File: config.mk
export PLATFORM = sky130hd
export DESIGN_NAME = pgpio_irq_ctrl
export DESIGN_NICKNAME = d
export VERILOG_FILES = /design/src/rtl/pgpio_pkg.sv /design/src/rtl/pgpio_rst_sync.sv /design/src/rtl/pgpio_sync.sv /design/src/rtl/pgpio_irq_port.sv /design/src/rtl/pgpio_irq_ctrl.sv
export SDC_FILE = /design/constraint.sdc
export NUM_CORES = 1
export LEC_CHECK = 0
export CAP_MARGIN = 25
export CORE_AREA = 2 2 136 138
export DETAILED_ROUTE_END_ITERATION = 10
export DIE_AREA = 0 0 138 140
export PLACE_DENSITY = 0.84
export SLEW_MARGIN = 20
export SYNTH_ARGS = -nofsm -noshare
export SYNTH_HDL_FRONTEND = slang
export SYNTH_HIERARCHICAL = 1
export SYNTH_SLANG_ARGS = --single-unit
File: constraint.sdc
create_clock -name clk -period 8.15 [get_ports clk]
set_input_delay 0.815 -clock clk [delete_from_list [all_inputs] [get_ports clk]]
set_output_delay 0.815 -clock clk [all_outputs]
set_load 0.02 [all_outputs]
File: src/rtl/pgpio_pkg.sv
package pgpio_pkg;
  typedef enum logic [1:0] {
    PG_NONE = 2'd0,
    PG_POL  = 2'd1,
    PG_EN   = 2'd2,
    PG_ID   = 2'd3
  } page_e;
endpackage

File: src/rtl/pgpio_rst_sync.sv
module pgpio_rst_sync (
  input  logic clk,
  input  logic rst_n,
  output logic rst_sync_n
);
  logic [1:0] stage_q;

  always_ff @(posedge clk or negedge rst_n) begin
    if (!rst_n) stage_q <= 2'b00;
    else        stage_q <= {stage_q[0], 1'b1};
  end

  assign rst_sync_n = stage_q[1];
endmodule

File: src/rtl/pgpio_sync.sv
module pgpio_sync #(
  parameter int WIDTH = 48
) (
  input  logic             clk,
  input  logic             rst_n,
  input  logic [WIDTH-1:0] d,
  output logic [WIDTH-1:0] q
);
  logic [WIDTH-1:0] meta_q;
  logic [WIDTH-1:0] stab_q;

  always_ff @(posedge clk or negedge rst_n) begin
    if (!rst_n) begin
      meta_q <= '0;
      stab_q <= '0;
    end else begin
      meta_q <= d;
      stab_q <= meta_q;
    end
  end

  assign q = stab_q;
endmodule

File: src/rtl/pgpio_irq_port.sv
module pgpio_irq_port #(
  parameter int LINES = 8
) (
  input  logic             clk,
  input  logic             rst_n,
  input  logic [LINES-1:0] line_s,
  input  logic             pol_we,
  input  logic             en_we,
  input  logic             ack_we,
  input  logic [LINES-1:0] wdata,
  output logic [LINES-1:0] pol_o,
  output logic [LINES-1:0] en_o,
  output logic [LINES-1:0] pend_o,
  output logic             irq_o
);
  logic [LINES-1:0] prev_q;
  logic [LINES-1:0] pol_q, pol_d;
  logic [LINES-1:0] en_q, en_d;
  logic [LINES-1:0] pend_q, pend_d;
  logic [LINES-1:0] rise, fall, hit, clr_mask;

  // Edge detection on the synchronized levels
  always_comb begin
    rise     = line_s & ~prev_q;
    fall     = ~line_s & prev_q;
    hit      = en_q & ((pol_q & rise) | (~pol_q & fall));
    clr_mask = ack_we ? wdata : '0;
  end

  // Next-state; a new edge wins over a same-cycle acknowledge
  always_comb begin
    pol_d  = pol_we ? wdata : pol_q;
    en_d   = en_we  ? wdata : en_q;
    pend_d = (pend_q & ~clr_mask) | hit;
  end

  always_ff @(posedge clk or negedge rst_n) begin
    if (!rst_n) begin
      prev_q <= '0;
      pol_q  <= '0;
      en_q   <= '0;
      pend_q <= '0;
    end else begin
      prev_q <= line_s;
      pol_q  <= pol_d;
      en_q   <= en_d;
      pend_q <= pend_d;
    end
  end

  assign pol_o  = pol_q;
  assign en_o   = en_q;
  assign pend_o = pend_q;
  assign irq_o  = |(pend_q & en_q);

  // a pending bit may only appear on a line that was enabled
  assert_pend_needs_en_R10: assert property (@(posedge clk) disable iff (!rst_n)
    ((pend_q & ~$past(pend_q) & ~$past(en_q)) == '0));

  // acknowledged bits are clear unless a fresh edge arrived
  assert_ack_clears_R12: assert property (@(posedge clk) disable iff (!rst_n)
    ack_we |=> ((pend_q & $past(wdata) & ~$past(hit)) == '0));
endmodule

File: src/rtl/pgpio_irq_ctrl.sv
module pgpio_irq_ctrl
  import pgpio_pkg::*;
#(
  parameter int NUM_PORTS = 6,
  parameter int IRQ_PORTS = 3,
  parameter int PORT_W    = 8,
  parameter int ADDR_W    = 8
) (
  input  logic                        clk,
  input  logic                        rst_n,
  input  logic [ADDR_W-1:0]           bus_addr,
  input  logic                        bus_wr,
  input  logic [PORT_W-1:0]           bus_wdata,
  output logic [PORT_W-1:0]           bus_rdata,
  input  logic [NUM_PORTS*PORT_W-1:0] pin_in,
  output logic [NUM_PORTS*PORT_W-1:0] pin_drive,
  output logic                        irq_req
);
  localparam int NLINES    = NUM_PORTS * PORT_W;
  localparam int NIRQ      = IRQ_PORTS * PORT_W;
  localparam int RSVD_ADDR = NUM_PORTS;
  localparam int PAGE_ADDR = NUM_PORTS + 1;
  localparam int BANK_BASE = NUM_PORTS + 2;
  localparam int LAST_ADDR = BANK_BASE + IRQ_PORTS - 1;

  logic              rst_i_n;
  logic [NLINES-1:0] sync_q;
  logic [NIRQ-1:0]   pol_all, en_all, pend_all;
  logic [IRQ_PORTS-1:0] irq_vec;
  page_e             page_q, page_d;
  logic [PORT_W-1:0] rdata_d;
  logic              bank_addr;

  pgpio_rst_sync u_rst (
    .clk        (clk),
    .rst_n      (rst_n),
    .rst_sync_n (rst_i_n)
  );

  pgpio_sync #(.WIDTH(NLINES)) u_sync (
    .clk   (clk),
    .rst_n (rst_i_n),
    .d     (pin_in),
    .q     (sync_q)
  );

  // Drive registers, one per port
  for (genvar p = 0; p < NUM_PORTS; p++) begin : g_port
    logic [PORT_W-1:0] drv_q, drv_d;
    always_comb begin
      drv_d = drv_q;
      if (bus_wr && bus_addr == ADDR_W'(p)) drv_d = bus_wdata;
    end
    always_ff @(posedge clk or negedge rst_i_n) begin
      if (!rst_i_n) drv_q <= '0;
      else          drv_q <= drv_d;
    end
    assign pin_drive[p*PORT_W +: PORT_W] = drv_q;
  end

  // Page field
  always_comb begin
    page_d = page_q;
    if (bus_wr && bus_addr == ADDR_W'(PAGE_ADDR))
      page_d = page_e'(bus_wdata[PORT_W-1 -: 2]);
  end

  always_ff @(posedge clk or negedge rst_i_n) begin
    if (!rst_i_n) page_q <= PG_NONE;
    else          page_q <= page_d;
  end

  // Interrupt-capable ports
  for (genvar i = 0; i < IRQ_PORTS; i++) begin : g_irq
    logic sel;
    assign sel = bus_wr && (bus_addr == ADDR_W'(BANK_BASE + i));
    pgpio_irq_port #(.LINES(PORT_W)) u_port (
      .clk    (clk),
      .rst_n  (rst_i_n),
      .line_s (sync_q[i*PORT_W +: PORT_W]),
      .pol_we (sel && page_q == PG_POL),
      .en_we  (sel && page_q == PG_EN),
      .ack_we (sel && page_q == PG_ID),
      .wdata  (bus_wdata),
      .pol_o  (pol_all[i*PORT_W +: PORT_W]),
      .en_o   (en_all[i*PORT_W +: PORT_W]),
      .pend_o (pend_all[i*PORT_W +: PORT_W]),
      .irq_o  (irq_vec[i])
    );
  end

  assign irq_req = |irq_vec;

  // Read decode
  always_comb begin
    rdata_d = '0;
    for (int p = 0; p < NUM_PORTS; p++)
      if (bus_addr == ADDR_W'(p)) rdata_d = sync_q[p*PORT_W +: PORT_W];
    if (bus_addr == ADDR_W'(PAGE_ADDR)) rdata_d = {page_q, {(PORT_W-2){1'b0}}};
    for (int b = 0; b < IRQ_PORTS; b++) begin
      if (bus_addr == ADDR_W'(BANK_BASE + b)) begin
        case (page_q)
          PG_POL:  rdata_d = pol_all[b*PORT_W +: PORT_W];
          PG_EN:   rdata_d = en_all[b*PORT_W +: PORT_W];
          PG_ID:   rdata_d = pend_all[b*PORT_W +: PORT_W];
          default: rdata_d = '0;
        endcase
      end
    end
  end

  assign bus_rdata = rdata_d;
  assign bank_addr = (bus_addr >= ADDR_W'(BANK_BASE)) && (bus_addr <= ADDR_W'(LAST_ADDR));

  // nothing is readable past the window
  assert_oob_read_zero_R1: assert property (@(posedge clk) disable iff (!rst_i_n)
    (bus_addr > ADDR_W'(LAST_ADDR)) |-> (bus_rdata == '0));

  // a write to port 0 lands on its drive bits
  assert_drive_load_R2: assert property (@(posedge clk) disable iff (!rst_i_n)
    (bus_wr && bus_addr == '0) |=> (pin_drive[PORT_W-1:0] == $past(bus_wdata)));

  // the reserved byte ignores writes
  assert_rsvd_write_R4: assert property (@(posedge clk) disable iff (!rst_i_n)
    (bus_wr && bus_addr == ADDR_W'(RSVD_ADDR)) |=> $stable(pin_drive));

  // page field comes from the top two data bits
  assert_page_load_R5: assert property (@(posedge clk) disable iff (!rst_i_n)
    (bus_wr && bus_addr == ADDR_W'(PAGE_ADDR)) |=> (page_q == $past(bus_wdata[PORT_W-1 -: 2])));

  // page 0 writes leave polarity and enable untouched
  assert_page0_ignored_R8: assert property (@(posedge clk) disable iff (!rst_i_n)
    (bus_wr && bank_addr && page_q == PG_NONE) |=> ($stable(pol_all) && $stable(en_all)));
endmodule

==> impl_metrics.tcl <==
set metrics [dict create \
    ys_warn_count 6 \
    syn-num-nets 735 \
    rsz0062_at_grt "false" \
    ys_types 52 \
    synthArstFlopShare 1.00 \
    hp-class "flop to async pin" \
    route.met2.wl_mm 11.5 \
    drt-initial-drc-count 487 \
    cts_inserted_buffers 24 \
    cp_data_arrival_time_ps 3830 \
    final-max-slew-violation-count 0 \
    worstPathMaxFanout 14 \
    hold_slack_ps 250 \
    cts.clk_slew.worst_paths_ps 70 \
    vias 6371 \
    power_mw 2.67 \
    io_pins 124 \
    cts_tree "done" \
    syn_area_per_cell_um2 14.5 \
    postCtsResizedCells 0 \
    min_period_over_period 0.570 \
    ys_ff_latch 244 \
    die_area_mm2 0.0193 \
    leakagePower_nw 5.62 \
    hpwl_mm 16.0 \
    yosys-top-cells-area "dfrtp_1, mux2_2, and4bb_1, a211o_1, and4b_1" \
    postSynthCellCount 668 \
    fp.dieH_um 140 \
    portBuffers 123 \
    gr-total-overflow 0 \
    grt_use_total 0.250 \
    antenna_found_initial 0 \
    first_pass_iters 5 \
    worstSetupPathType "primary input to output pin" \
    clock-sinks 244 \
    num_rows 49 \
    fmax_ghz 0.215 \
    finalHoldViolations 0 \
    p_per_area_mw_per_mm2 222 \
    root_buffer "clkbuf_16" \
    drt-vias-per-instance 6.14 \
    remaining_drc_errors 0 \
    postCtsSetupRepairBufs 0 \
    drt-met1-wl_mm 10.2 \
    grt_pass1_wl_mm 38.0 \
    drive_gt1_frac 0.235 \
    die_width_um 138 \
    worst_pin_slew_ps 984 \
    drtAntennaViolNets 0 \
    netlist_area_mm2 0.00969 \
    insertion_delay_ps 520 \
    highest_layer "met4" \
    wire_per_inst_um 23.1 \
    start_kind "primary input" \
    grt_start_max_net_pins 86 \
    coreArea_mm2 0.0178 \
    grt_pass1_vias 6625 \
    finalNetCount 857 \
    cts.path.max_buffers 3 \
    ys_seq_area_frac 0.630 \
    synth_flop_cell "dfrtp_1" \
    routed_wirelength_mm 23.9 \
    worstPathRequired_ps 7340 \
    synth_edf_count 0 \
    finalClockSkew_ps 10.2 \
    cts_hold_buf 0 \
    min_period_ps 4650 \
    final_core_util 0.676 \
    gp_congestion 0.878 \
    finalSetupTns_ps 0 \
    syn_to_final_growth_pct 24.1 \
    met3_length_mm 1.54 \
    start_util 0.545 \
    setup_violations 0 \
    diodes 0 \
    cap_violations 0 \
    cp-end-kind "output pin" \
    synth_top_area_cell "dfrtp_1" \
    relSlewSlack 0.342 \
    htreeDepth 1 \
    synth_top_area_share 0.630 \
    ir_worst_vdd_mv 0.163 \
    status "completed" \
]
## cell type report
| cell class | instances | area, um^2 |
|---|---|---|
| Sequential cell | 244 | 6110 |
| Clock buffer | 30 | 694 |
| Inverter | 5 | 18.8 |
| Multi-Input combinational cell | 385 | 3430 |
| Clock inverter | 14 | 200 |
| Timing Repair Buffer | 130 | 1290 |
| Fill cell | 1250 | 5760 |
| Tap cell | 229 | 287 |
## synth_stat cells (3+ instances only)
master,n
mux4_2,4
a22o_1,6
dfrtp_1,244
nor2b_1,7
a211o_1,31
clkbuf_1,16
mux2_2,124
nand3_2,4
a221oi_1,10
o221ai_1,3
a2bb2oi_1,3
or4_1,4
nor3_1,4
nand2b_1,6
buf_2,15
and4bb_1,24
buf_1,3
nand3_1,7
nand4_1,5
inv_1,5
o21ai_0,7
nand2_1,29
a22oi_1,24
and4b_1,24
or3_1,3
nor2_1,21
a21oi_1,4
## kinds of logic after synthesis
logic type | Yosys count | synth area share
other | 1 | 0.000387
and+or+nand+nor | 152 | 0.113
AOI/OAI and AO/OA | 103 | 0.0855
DFF | 244 | 0.630
buffers and inverters | 39 | 0.0170
muxes | 129 | 0.154
## through the flow
step,area (um^2),cells,setup slack (ps)
floorplan,9690,668,847
global placement,11100,993,3540
detailed placement,11100,993,3530
CTS,12000,1037,3520
global route,12000,1037,3410
finish,12000,1037,3500
## per-layer routing
layer / global-route usage / up-vias
li1: - / 2753
met1: 0.351 / 3301
met2: 0.410 / 265
met3: 0.0383 / 52
met4: 0.0757 / 0
met5: 0 / -
## state kept, by name, summed over array words and instances, names as in the netlist
signal,count
g_port.drv_q,48
u_sync/meta_q,48
u_sync/q,48
g_irq.u_port/en_o,24
g_irq.u_port/pend_o,24
g_irq.u_port/pol_o,24
g_irq.u_port/prev_q,24
page_q,2
u_rst/stage_q,2
## placed cells by master (no fill, tap or decap), types with 3 or more instances in the layout
cell type and count:
a211o_1 31, a21oi_1 4, a221oi_1 10, a22o_1 6, a22oi_1 24, a2bb2oi_1 3
and4b_1 24, and4bb_1 24, buf_4 6, bufinv_16 5, clkbuf_16 25, clkbuf_8 5
clkdlybuf4s50_1 123, clkinv_2 7, dfrtp_1 243, inv_1 5, mux2_2 124, mux4_2 4
nand2_1 29, nand2b_1 6, nand3_1 7, nand3_2 4, nand4_1 5, nor2_1 21
nor2b_1 6, nor3_1 4, o21ai_0 7, o221ai_1 3, or3_1 3, or4_1 4
## worst max-delay path, stage by stage
cell and delay [ps]:
clkdlybuf4s50_1 410, or4_1 780, or4_1 730, a211o_1 280, o221ai_1 130, clkdlybuf4s50_1 680
## worst paths after layout
path                                              from                             endpoint  slack (ps)  cells past startpoint
max reg2reg                      page_q[1]$_DFFE_PN0P_  g_irq[0].u_port/en_o[6]$_DFFE_PN0P_        5940                      4
max                                        bus_addr[5]                         bus_rdata[5]        3500                      6
max in group asynchronous   u_rst/stage_q[1]$_DFF_PN0_       g_port[1].drv_q[2]$_DFFE_PN0P_        6180                      2
min                         u_rst/stage_q[1]$_DFF_PN0_  g_irq[2].u_port/prev_q[1]$_DFF_PN0_         250                      0
min reg2reg                 u_rst/stage_q[1]$_DFF_PN0_  g_irq[2].u_port/prev_q[1]$_DFF_PN0_         250                      0
min in group clk           u_sync/meta_q[16]$_DFF_PN0_               u_sync/q[16]$_DFF_PN0_         340                      0
## report_power, final
| group | leakage (nW) | switching (mW) | internal, mW |
|---|---|---|---|
| clock | 0.442 | 0.461 | 0.761 |
| sequential | 3.12 | 0.0284 | 1.26 |
| combinational | 2.07 | 0.0897 | 0.0763 |
Power figures use the tool's default switching activity.
